File: src/rtl/spi_eng_pkg.sv
// Shared constants and state encoding for the SPI flash command engine.
// Assumes a command word of one opcode byte plus ADDR_BYTES address bytes.
package spi_eng_pkg;

    typedef enum logic [2:0] {
        ST_IDLE,
        ST_LEAD,
        ST_BITS,
        ST_TRAIL,
        ST_GAP
    } eng_state_t;

    localparam logic [1:0] SEL_CMD  = 2'd0;
    localparam logic [1:0] SEL_DATA = 2'd1;
    localparam logic [1:0] SEL_CTL  = 2'd2;

    localparam int CTL_START_BIT = 0;
    localparam int CTL_TX_LSB    = 8;
    localparam int CTL_TX_W      = 4;
    localparam int CTL_RX_LSB    = 16;
    localparam int CTL_RX_W      = 3;

    localparam int ADDR_BYTES = 3;
    localparam int DATA_BYTES = 4;

endpackage

File: src/rtl/spi_tick_gen.sv
// Half-period tick generator: while run is high, pulses tick once every
// HALF_DIV system clocks. The count restarts from zero whenever run is low.
module spi_tick_gen #(
    parameter int HALF_DIV = 2
) (
    input  logic clk,
    input  logic rst_n,
    input  logic run,
    output logic tick
);
    localparam int CW = (HALF_DIV > 1) ? $clog2(HALF_DIV) : 1;
    localparam logic [CW-1:0] LAST = CW'(HALF_DIV - 1);

    logic [CW-1:0] cnt_q;

    // Divide the system clock down to SPI half periods.
    always_ff @(posedge clk) begin
        if (!rst_n || !run)    cnt_q <= '0;
        else if (cnt_q == LAST) cnt_q <= '0;
        else                    cnt_q <= cnt_q + CW'(1);
    end

    assign tick = run && (cnt_q == LAST);
endmodule

File: src/rtl/spi_tx_byte_sel.sv
// Outgoing byte selector: maps a byte index onto the fixed send order
// (opcode, address MSB first, data LSB byte first). Index values past the
// last slot return zero. Purely combinational.
module spi_tx_byte_sel #(
    parameter int ADDR_BYTES = 3,
    parameter int DATA_BYTES = 4,
    parameter int IW         = 4
) (
    input  logic [8+8*ADDR_BYTES-1:0] cmd,
    input  logic [8*DATA_BYTES-1:0]   data,
    input  logic [IW-1:0]             idx,
    output logic [7:0]                tx_byte
);
    localparam int NB = 1 + ADDR_BYTES + DATA_BYTES;

    logic [7:0] slot [NB];

    assign slot[0] = cmd[7:0];

    for (genvar a = 0; a < ADDR_BYTES; a++) begin : g_addr
        assign slot[1+a] = cmd[8*(ADDR_BYTES-a) +: 8];
    end

    for (genvar d = 0; d < DATA_BYTES; d++) begin : g_data
        assign slot[1+ADDR_BYTES+d] = data[8*d +: 8];
    end

    // Pick the slot addressed by idx.
    always_comb begin
        tx_byte = 8'h00;
        for (int i = 0; i < NB; i++) begin
            if (idx == IW'(i)) tx_byte = slot[i];
        end
    end
endmodule

File: src/rtl/spi_shift_core.sv
// Mode-0 shift sequencer. On launch it lowers chip select, waits one SPI
// clock, sends tx_cnt bytes taken from tx_byte (indexed by byte_idx), then
// captures rx_cnt bytes. It raises chip select half a clock after the last
// falling edge and stays busy for one more SPI clock. Assumes tx_cnt >= 1.
module spi_shift_core
    import spi_eng_pkg::*;
#(
    parameter int TXW = 4,
    parameter int RXW = 3,
    parameter int IW  = 4,
    parameter int LW  = 2
) (
    input  logic           clk,
    input  logic           rst_n,
    input  logic           tick,
    input  logic           launch,
    input  logic [TXW-1:0] tx_cnt,
    input  logic [RXW-1:0] rx_cnt,
    input  logic [7:0]     tx_byte,
    input  logic           miso,
    output logic [IW-1:0]  byte_idx,
    output logic           sck,
    output logic           cs_n,
    output logic           mosi,
    output logic           busy,
    output logic           rx_valid,
    output logic [7:0]     rx_byte,
    output logic [LW-1:0]  rx_lane
);
    eng_state_t     state_q;
    logic           sck_q, csn_q, ph_q, rxv_q;
    logic [2:0]     bit_q;
    logic [IW-1:0]  byte_q;
    logic [TXW-1:0] txn_q;
    logic [RXW-1:0] rxn_q;
    logic [6:0]     sh_q;
    logic [7:0]     rxb_q;
    logic [LW-1:0]  lane_q;

    logic          in_rx;
    logic [IW-1:0] last_idx;

    assign in_rx    = byte_q >= IW'(txn_q);
    assign last_idx = IW'(txn_q) + IW'(rxn_q) - IW'(1);

    // Step the transaction through its phases on SPI half-period ticks.
    always_ff @(posedge clk) begin
        if (!rst_n) begin
            state_q <= ST_IDLE;
            sck_q   <= 1'b0;
            csn_q   <= 1'b1;
            ph_q    <= 1'b0;
            rxv_q   <= 1'b0;
            bit_q   <= 3'd7;
            byte_q  <= '0;
            txn_q   <= TXW'(1);
            rxn_q   <= '0;
            sh_q    <= '0;
            rxb_q   <= '0;
            lane_q  <= '0;
        end else begin
            rxv_q <= 1'b0;
            case (state_q)
                ST_IDLE: begin
                    if (launch) begin
                        state_q <= ST_LEAD;
                        csn_q   <= 1'b0;
                        ph_q    <= 1'b0;
                        bit_q   <= 3'd7;
                        byte_q  <= '0;
                        txn_q   <= tx_cnt;
                        rxn_q   <= rx_cnt;
                    end
                end
                ST_LEAD: begin
                    if (tick) begin
                        if (ph_q) begin
                            ph_q    <= 1'b0;
                            sck_q   <= 1'b1;
                            state_q <= ST_BITS;
                        end else begin
                            ph_q <= 1'b1;
                        end
                    end
                end
                ST_BITS: begin
                    if (tick) begin
                        if (!sck_q) begin
                            sck_q <= 1'b1;
                            if (in_rx) begin
                                sh_q <= {sh_q[5:0], miso};
                                if (bit_q == 3'd0) begin
                                    rxv_q  <= 1'b1;
                                    rxb_q  <= {sh_q, miso};
                                    lane_q <= LW'(byte_q - IW'(txn_q));
                                end
                            end
                        end else begin
                            sck_q <= 1'b0;
                            if (bit_q == 3'd0) begin
                                bit_q <= 3'd7;
                                if (byte_q == last_idx) state_q <= ST_TRAIL;
                                else                    byte_q  <= byte_q + IW'(1);
                            end else begin
                                bit_q <= bit_q - 3'd1;
                            end
                        end
                    end
                end
                ST_TRAIL: begin
                    if (tick) begin
                        csn_q   <= 1'b1;
                        ph_q    <= 1'b0;
                        state_q <= ST_GAP;
                    end
                end
                ST_GAP: begin
                    if (tick) begin
                        if (ph_q) begin
                            ph_q    <= 1'b0;
                            state_q <= ST_IDLE;
                        end else begin
                            ph_q <= 1'b1;
                        end
                    end
                end
                default: state_q <= ST_IDLE;
            endcase
        end
    end

    assign byte_idx = byte_q;
    assign sck      = sck_q;
    assign cs_n     = csn_q;
    assign mosi     = in_rx ? 1'b0 : tx_byte[bit_q];
    assign busy     = (state_q != ST_IDLE);
    assign rx_valid = rxv_q;
    assign rx_byte  = rxb_q;
    assign rx_lane  = lane_q;
endmodule

File: src/rtl/spi_flash_engine.sv
// SPI flash command engine top. Holds the command and data words, limits
// the byte counts taken from the control write, and starts the shift core.
// Received bytes are written back into data lanes. All writes are
// dropped while a transaction runs.
module spi_flash_engine
    import spi_eng_pkg::*;
#(
    parameter int HALF_DIV = 2
) (
    input  logic        clk,
    input  logic        rst_n,
    input  logic        wr_en,
    input  logic [1:0]  wr_sel,
    input  logic [31:0] wr_data,
    output logic [31:0] cmd_o,
    output logic [31:0] data_o,
    output logic        busy,
    output logic        sck,
    output logic        cs_n,
    output logic        mosi,
    input  logic        miso
);
    localparam int MAX_TX = 1 + ADDR_BYTES + DATA_BYTES;
    localparam int MAX_RX = DATA_BYTES;
    localparam int TXW    = $clog2(MAX_TX + 1);
    localparam int RXW    = $clog2(MAX_RX + 1);
    localparam int IW     = $clog2(MAX_TX + MAX_RX);
    localparam int LW     = (MAX_RX > 1) ? $clog2(MAX_RX) : 1;

    logic                launch, tick, rx_valid;
    logic [CTL_TX_W-1:0] tx_raw;
    logic [CTL_RX_W-1:0] rx_raw;
    logic [TXW-1:0]      tx_cnt;
    logic [RXW-1:0]      rx_cnt;
    logic [IW-1:0]       byte_idx;
    logic [7:0]          tx_byte, rx_byte;
    logic [LW-1:0]       rx_lane;
    logic [31:0]         cmd_q;
    logic [7:0]          lane_q [DATA_BYTES];
    logic [31:0]         data_w;

    assign launch = wr_en && (wr_sel == SEL_CTL) && wr_data[CTL_START_BIT] && !busy;
    assign tx_raw = wr_data[CTL_TX_LSB +: CTL_TX_W];
    assign rx_raw = wr_data[CTL_RX_LSB +: CTL_RX_W];

    // Limit the requested counts to what the byte layout can hold.
    always_comb begin
        if (tx_raw == '0)               tx_cnt = TXW'(1);
        else if (int'(tx_raw) > MAX_TX) tx_cnt = TXW'(MAX_TX);
        else                            tx_cnt = TXW'(tx_raw);
        if (int'(rx_raw) > MAX_RX)      rx_cnt = RXW'(MAX_RX);
        else                            rx_cnt = RXW'(rx_raw);
    end

    // Command word: loaded only while idle.
    always_ff @(posedge clk) begin
        if (!rst_n)                                       cmd_q <= '0;
        else if (wr_en && (wr_sel == SEL_CMD) && !busy)   cmd_q <= wr_data;
    end

    for (genvar g = 0; g < DATA_BYTES; g++) begin : g_lane
        // Data lane g: loaded by a write while idle, replaced by reply byte g.
        always_ff @(posedge clk) begin
            if (!rst_n)
                lane_q[g] <= 8'h00;
            else if (wr_en && (wr_sel == SEL_DATA) && !busy)
                lane_q[g] <= wr_data[8*g +: 8];
            else if (rx_valid && (rx_lane == LW'(g)))
                lane_q[g] <= rx_byte;
        end
        assign data_w[8*g +: 8] = lane_q[g];
    end

    spi_tick_gen #(
        .HALF_DIV (HALF_DIV)
    ) u_tick (
        .clk   (clk),
        .rst_n (rst_n),
        .run   (busy),
        .tick  (tick)
    );

    spi_tx_byte_sel #(
        .ADDR_BYTES (ADDR_BYTES),
        .DATA_BYTES (DATA_BYTES),
        .IW         (IW)
    ) u_sel (
        .cmd     (cmd_q),
        .data    (data_w),
        .idx     (byte_idx),
        .tx_byte (tx_byte)
    );

    spi_shift_core #(
        .TXW (TXW),
        .RXW (RXW),
        .IW  (IW),
        .LW  (LW)
    ) u_core (
        .clk      (clk),
        .rst_n    (rst_n),
        .tick     (tick),
        .launch   (launch),
        .tx_cnt   (tx_cnt),
        .rx_cnt   (rx_cnt),
        .tx_byte  (tx_byte),
        .miso     (miso),
        .byte_idx (byte_idx),
        .sck      (sck),
        .cs_n     (cs_n),
        .mosi     (mosi),
        .busy     (busy),
        .rx_valid (rx_valid),
        .rx_byte  (rx_byte),
        .rx_lane  (rx_lane)
    );

    assign cmd_o  = cmd_q;
    assign data_o = data_w;
endmodule

File: config.mk
export PLATFORM = sky130hd
export DESIGN_NAME = spi_flash_engine
export DESIGN_NICKNAME = d
export VERILOG_FILES = /design/src/rtl/spi_eng_pkg.sv /design/src/rtl/spi_tick_gen.sv /design/src/rtl/spi_tx_byte_sel.sv /design/src/rtl/spi_shift_core.sv /design/src/rtl/spi_flash_engine.sv
export SDC_FILE = /design/constraint.sdc
export NUM_CORES = 1
export LEC_CHECK = 0
export ABC_AREA = 1
export ABC_CLOCK_PERIOD_IN_PS = 4700
export BUFFER_PORTS_ARGS = -buffer_cell sky130_fd_sc_hd__buf_4
export CORE_ASPECT_RATIO = 1.75
export CORE_UTILIZATION = 40
export CTS_BUF_LIST = sky130_fd_sc_hd__clkbuf_2 sky130_fd_sc_hd__clkbuf_4 sky130_fd_sc_hd__clkbuf_8
export CTS_CLUSTER_SIZE = 28
export DETAILED_ROUTE_END_ITERATION = 10
export PLACE_DENSITY = 0.6
export SLEW_MARGIN = 10
export SYNTH_ARGS = -nofsm -noshare
export SYNTH_HDL_FRONTEND = slang
export SYNTH_SLANG_ARGS = --single-unit
File: constraint.sdc
create_clock -name clk -period 4.7 [get_ports clk]
set_clock_uncertainty 0.05 [all_clocks]
set_input_delay 0.94 -clock clk [delete_from_list [all_inputs] [get_ports clk]]
set_output_delay 0.94 -clock clk [all_outputs]
set_load 0.02 [all_outputs]
# Yosys cells after proc, flatten, opt, wreduce, memory -nomap -nowiden
# Memories as Yosys holds them, arrays and structs flattened.
# Index checks and enable logic that the tools add are counted.
[op_classes]
n_addsub = 6
magnitude_cmp = 4
n_eq_ne = 29
muxes = 77
n_bitwise = 13
n_reduce_logical = 38
[op_table]
columns = ["op", "n"]
rows = [
  ["8-bit 2-to-1 mux", 16],
  ["3-bit 2-to-1 mux", 15],
  ["1-bit 2-to-1 mux", 32],
  ["4-bit 2-to-1 mux", 7],
  ["4-bit by 3-bit equality test with 1-bit output (second input constant)", 4],
  ["4-bit AND reduction", 4],
  ["3-bit case mux with 5 select lines", 1],
  ["1-bit logical AND", 12],
  ["2-bit by 1-bit != test with 1-bit output (second input constant)", 6],
  ["2-bit != test (second input constant)", 6],
  ["10-bit AND reduction", 1],
  ["4-bit by 2-bit equality test with 1-bit output (second input constant)", 2],
  ["4-bit logical NOT", 2],
  ["1-bit OR", 8],
  ["4-bit case mux with 2 select lines", 1],
  ["2-bit equality test (second input constant)", 3],
  ["3-bit by 2-bit equality test with 1-bit output (second input constant)", 2],
  ["3-bit logical NOT", 2],
  ["3-bit case mux with 2 select lines", 1],
  ["6-bit AND reduction", 1],
  ["2-bit nonzero test", 3],
  ["3-bit nonzero test", 2],
  ["1-bit inverter", 5],
  ["5-bit AND reduction", 1],
  ["25 further kinds", 30],
]
[word_totals]
register_bits = 71
ram_bits = 32
input_bits = 38
out_inout_bits = 68
word_cells = 182
mem_count = 1
[memory_table]
columns = ["name", "depth", "width", "read_ports", "rd_clocked_by_memory_dff", "wr", "line", "text"]
rows = [
  ["lane_q", 4, 8, 4, 0, 4, "spi_flash_engine.sv:39", "logic [7:0] lane_q [DATA_BYTES];"],
]

# Longest topological paths before layout
[depth]
word_depth = 12
depth_mapped = 17
depth_no_buf = 16

# Cells and area by module
# Synthesis repeated with hierarchy kept, for this count alone.
[hier_totals]
hier_cells = 725
area_unflattened_um2 = 5495.3
[by_module_without_submodules]
columns = ["module", "instances", "cells_per_inst", "area_each_um2", "seq_area_each_um2"]
rows = [
  ["spi_flash_engine", 1, 319, 2837.7, 1601.5],
  ["spi_shift_core", 1, 287, 2060.7, 760.7],
  ["spi_tx_byte_sel", 1, 114, 559.3, 0.0],
  ["spi_tick_gen", 1, 5, 37.5, 20.0],
]

# Worst setup path before layout
# No wires, ideal clock.
[synth_path]
kind = "register to output"
startpoint = "register u_core.byte_q[1], in the netlist u_core.byte_idx[1]"
endpoint = "output mosi"
arrival_time_ns = 1.944
required_time_ns = 3.710
slack_ns = 1.766
stages_incl_launch_ff = 17
n_path_buf = 1
path_cell_list = "dfxtp_1 > inv_1 > ha_1 > buf_2 > inv_1 > nand4_1 > nand3_1 > nand2_1 > nand3_1 > nand2_1 > nand2_1 > nand2_1 > nand2_1 > nand2_1 > nor2_1 > nor2_1 > nor2_1"
[synth_between]
elab_chain_cells = 12
elab_cells_between_ends = 20
classes_between = "order compare: 1; eq/ne: 7; mux: 11; reduce/logical: 1"
[synth_lines]
columns = ["element", "line", "text"]
rows = [
  ["start: declaration", "spi_shift_core.sv:33", "logic [IW-1:0] byte_q;"],
  ["start signal: assignment", "spi_shift_core.sv:103", "else byte_q <= byte_q + IW'(1);"],
  ["4-bit logical NOT", "spi_tx_byte_sel.sv:32", "if (idx == IW'(i)) tx_byte = slot[i];"],
  ["8-bit 2-to-1 mux (8 in a row)", "spi_tx_byte_sel.sv:32", ""],
  ["1-bit binary-select mux with 3-bit select", "spi_shift_core.sv:135", "assign mosi = in_rx ? 1'b0 : tx_byte[bit_q];"],
  ["1-bit 2-to-1 mux (not written as such)", "spi_shift_core.sv:135", ""],
  ["1-bit 2-to-1 mux (*)", "spi_shift_core.sv:135", ""],
  ["end: declaration", "spi_flash_engine.sv:20", "output logic mosi,"],
]
# Every way passes the cells marked *; elsewhere a longest branch is shown, timed or not. The select of a mux whose other input is x is not followed.

# Worst setup path after layout
# Same ends and word-level chain as after synthesis.

==> results.py <==
metrics = {
    "sta": {
        "tightest_slew_ns": 1.019,
        "rsz0062_at_grt": "no",
        "fin_crit_sh": 0.8073,
        "slew_headroom": 0.3198,
        "setup_ws_ns": 0.9059,
        "fmax_mhz": 263.6,
        "final_hold_viol_count": 0,
        "setup_viol": 0,
        "hold_ws_ns": 0.4185,
        "setup_tns_ns": 0,
        "finalCriticalPeriod_ns": 3.794,
        "slew_viol_final": 0,
    },
    "critical_path": {
        "critical_path_class": "flip-flop to primary output",
        "path_common_cell": "nand2_1",
        "cp_top_family": "simple AND/OR/NAND/NOR gates",
        "critPathBufInv": 4,
        "cp-start-kind": "flip-flop",
        "crit_arrival_ns": 2.80,
        "cpMaxStageDelayCell": "dfxtp_1",
        "required_ns": 3.71,
        "critical_path.max_fanout": 10,
        "worstSetupEndpointType": "primary output",
        "slowest_delay_ns": 0.40,
        "crit_chain": "inv_1, ha_1, inv_1, nor2_2, nand2_1, nand2_1, inv_1, nand2_1, nand2_1, nand2_1, nand3_1, nand3_1, nand2_1, nor2_1, buf_4",
    },
    "drt": {
        "wire_per_inst_um": 17.62,
        "routed_wl_mm": 17.13,
        "drtIter0Drc": 279,
        "vias": 5073,
        "drc": 0,
        "viasPerCell": 5.219,
        "antenna_left": 0,
        "drt_first_pass_iters": 6,
    },
    "placement": {
        "portBuffers": 105,
        "gp_congestion": 0.9318,
        "placed_area_sq_um": 6193,
        "dp_cells": 956,
        "pre_cts_ws_ns": 1.377,
        "place_hpwl_mm": 13.39,
    },
    "global_route": {
        "grt_overflow": 0,
        "grt_pass1_vias": 4925,
        "grt_max_degree": 54,
        "grt_usage": 0.2586,
        "antenna_found_initial": 0,
        "grt_first_pass_wirelength_mm": 25.85,
    },
    "cells_and_area": {
        "stdcell_area_sq_um": 6365,
        "syn_to_final_growth_pct": 20.12,
        "drive_gt1_frac": 0.1860,
        "finalNonFillerCells": 972,
        "antenna_cells": 0,
        "layout.nets": 850,
    },
    "synth": {
        "synthCells": 701,
        "seq_area_frac_synth": 0.4496,
        "syn_nets": 755,
        "yosys_register_bits": 103,
        "yosysWarnings": 0,
        "synth_cell_types": 42,
        "synth_edf_count": 32,
        "syn_area_sq_um": 5299,
        "syn_avg_cell_area_sq_um": 7.559,
        "async_flop_share": 0,
        "synthFlopType": "dfxtp_1",
    },
    "cts": {
        "clk_latency_ns": 0.38,
        "htreeDepth": 3,
        "root_buffer": "clkbuf_8",
        "cts_setup_buffers": 0,
        "clkTransAtPathRegs_ns": 0.10,
        "cts_buffer_depth": 2,
        "cts_resized": 0,
        "cts_hold_buf": 0,
        "numClockSinks": 103,
        "cts_made_buffers": 9,
        "cts_tree": "done",
    },
    "power": {
        "p_per_area_nw_per_um2": 362.9,
        "p_int_mw": 1.456,
        "cellLeakagePower_nw": 2.846,
        "power_frac_comb": 0.303,
        "power_switching_share": 0.3697,
        "vdd_drop_max_mv": 0.1707,
        "sequentialPowerShare": 0.474,
        "net-switching-power_mw": 0.8541,
        "clkPwrFrac": 0.222,
    },
    "run_status": {
        "status": "completed",
    },
    "flow_run": {
        "cap_violations": 0,
    },
    "worst_hold_path": {
        "min_path_type": "flip-flop to flip-flop",
    },
    "floorplan": {
        "die-width_um": 89.01,
        "core_sq_um": 12940,
        "die_h_um": 154.3,
        "io_pins": 106,
        "initial_core_util": 0.4096,
        "die-area_sq_um": 13730,
        "std_cell_rows": 55,
    },
}
-- state kept, by name, summed over array words and instances, names as in the netlist, 2 cells and up --
register / cells
u_core.rx_lane: 2
cmd_o: 32
u_core.state_q: 3
u_core.rxn_q: 3
u_core.txn_q: 4
u_core.sh_q: 7
lane_q: 32
u_core.bit_q: 3
u_core.byte_idx: 4
u_core.rx_byte: 8
-- cells in the final DEF (no fill, tap or decap), types with 3 or more instances in the layout --
master    count
a211oi_1      5
a21oi_1      27
buf_4       108
clkbuf_8      9
dfxtp_1      71
edfxtp_1     32
ha_1         14
inv_1        81
inv_2         8
nand2_1     154
nand3_1      38
nand3b_1      3
nand4_1      11
nor2_1      101
nor2_2        3
nor2_4        4
nor3_1        4
o211ai_1      3
o21ai_0      83
o22ai_1       4
o31ai_1       4
xnor2_1       3
xor2_1        5
-- cell type report --
class / instances / area, sq um
clock buffer: 9 / 123.9
clock inverter: 7 / 47.55
fill: 1374 / 6573
inverter: 89 / 334.1
multi-input combinational: 485 / 2452
sequential: 103 / 2382
tap: 171 / 214.0
timing repair buffer: 108 / 810.8
-- per-stage QoR --
| step | total power [mW] | utilization |
|---|---|---|
| 3_3_place_gp | 1.803 | 0.4787 |
| 5_1_grt | 2.437 | 0.4920 |
| 2_1_floorplan | 1.538 | - |
| 6_report | 2.310 | 0.4920 |
| 4_1_cts | 2.323 | 0.4920 |
| 3_5_place_dp | 1.811 | 0.4787 |
-- synth_stat cells, types with 5 or more instances --
cell type / n / area, sq um
dfxtp_1: 71 / 1421
nand4_1: 11 / 68.82
edfxtp_1: 32 / 960.9
a211oi_1: 5 / 37.54
inv_1: 81 / 304.0
ha_1: 14 / 175.2
nand2_1: 154 / 578.1
inv_2: 8 / 30.03
nor2_1: 102 / 382.9
a21oi_1: 27 / 135.1
nand3_1: 38 / 190.2
xor2_1: 5 / 43.79
o21ai_0: 83 / 415.4
clkbuf_1: 14 / 52.55
-- final timing paths --
kind | start | end | slack [ns] | cells past startpoint
max reg2reg | u_core.state_q[1] | lane_q[2][5] | 1.82 | 9
min reg2reg | u_tick.cnt_q | u_tick.cnt_q | 0.42 | 1
max | u_core.byte_idx[1] | mosi | 0.91 | 15
min | u_tick.cnt_q | u_tick.cnt_q | 0.42 | 1
-- power by group through the flow --
| stage | logic, mW | registers [mW] | clock network, mW |
|---|---|---|---|
| 4_1_cts | 0.699 | 1.09 | 0.529 |
| 5_1_grt | 0.775 | 1.11 | 0.556 |
| 3_3_place_gp | 0.688 | 1.11 | 0 |
| 2_1_floorplan | 0.373 | 1.16 | 0 |
| 3_5_place_dp | 0.697 | 1.11 | 0 |
| 6_report | 0.700 | 1.10 | 0.514 |
-- routing by layer --
metal | global-route usage | vias up | share of wire
met5 | 0 | - | 0
met4 | 0.2200 | 0 | 0.088
met3 | 0.03575 | 63 | 0.051
met2 | 0.4473 | 185 | 0.51
met1 | 0.2652 | 2360 | 0.36
li1 | - | 2465 | -
-- cells by family after synthesis --
family,count (synthesis),share of synthesized area
buf+inv,113,0.08807
fa+ha+maj,16,0.04061
flops,103,0.4496
compound gates,133,0.1381
simple gates,328,0.2704
xor+xnor,8,0.01322
Note: power is estimated with default switching activity, not from simulation.
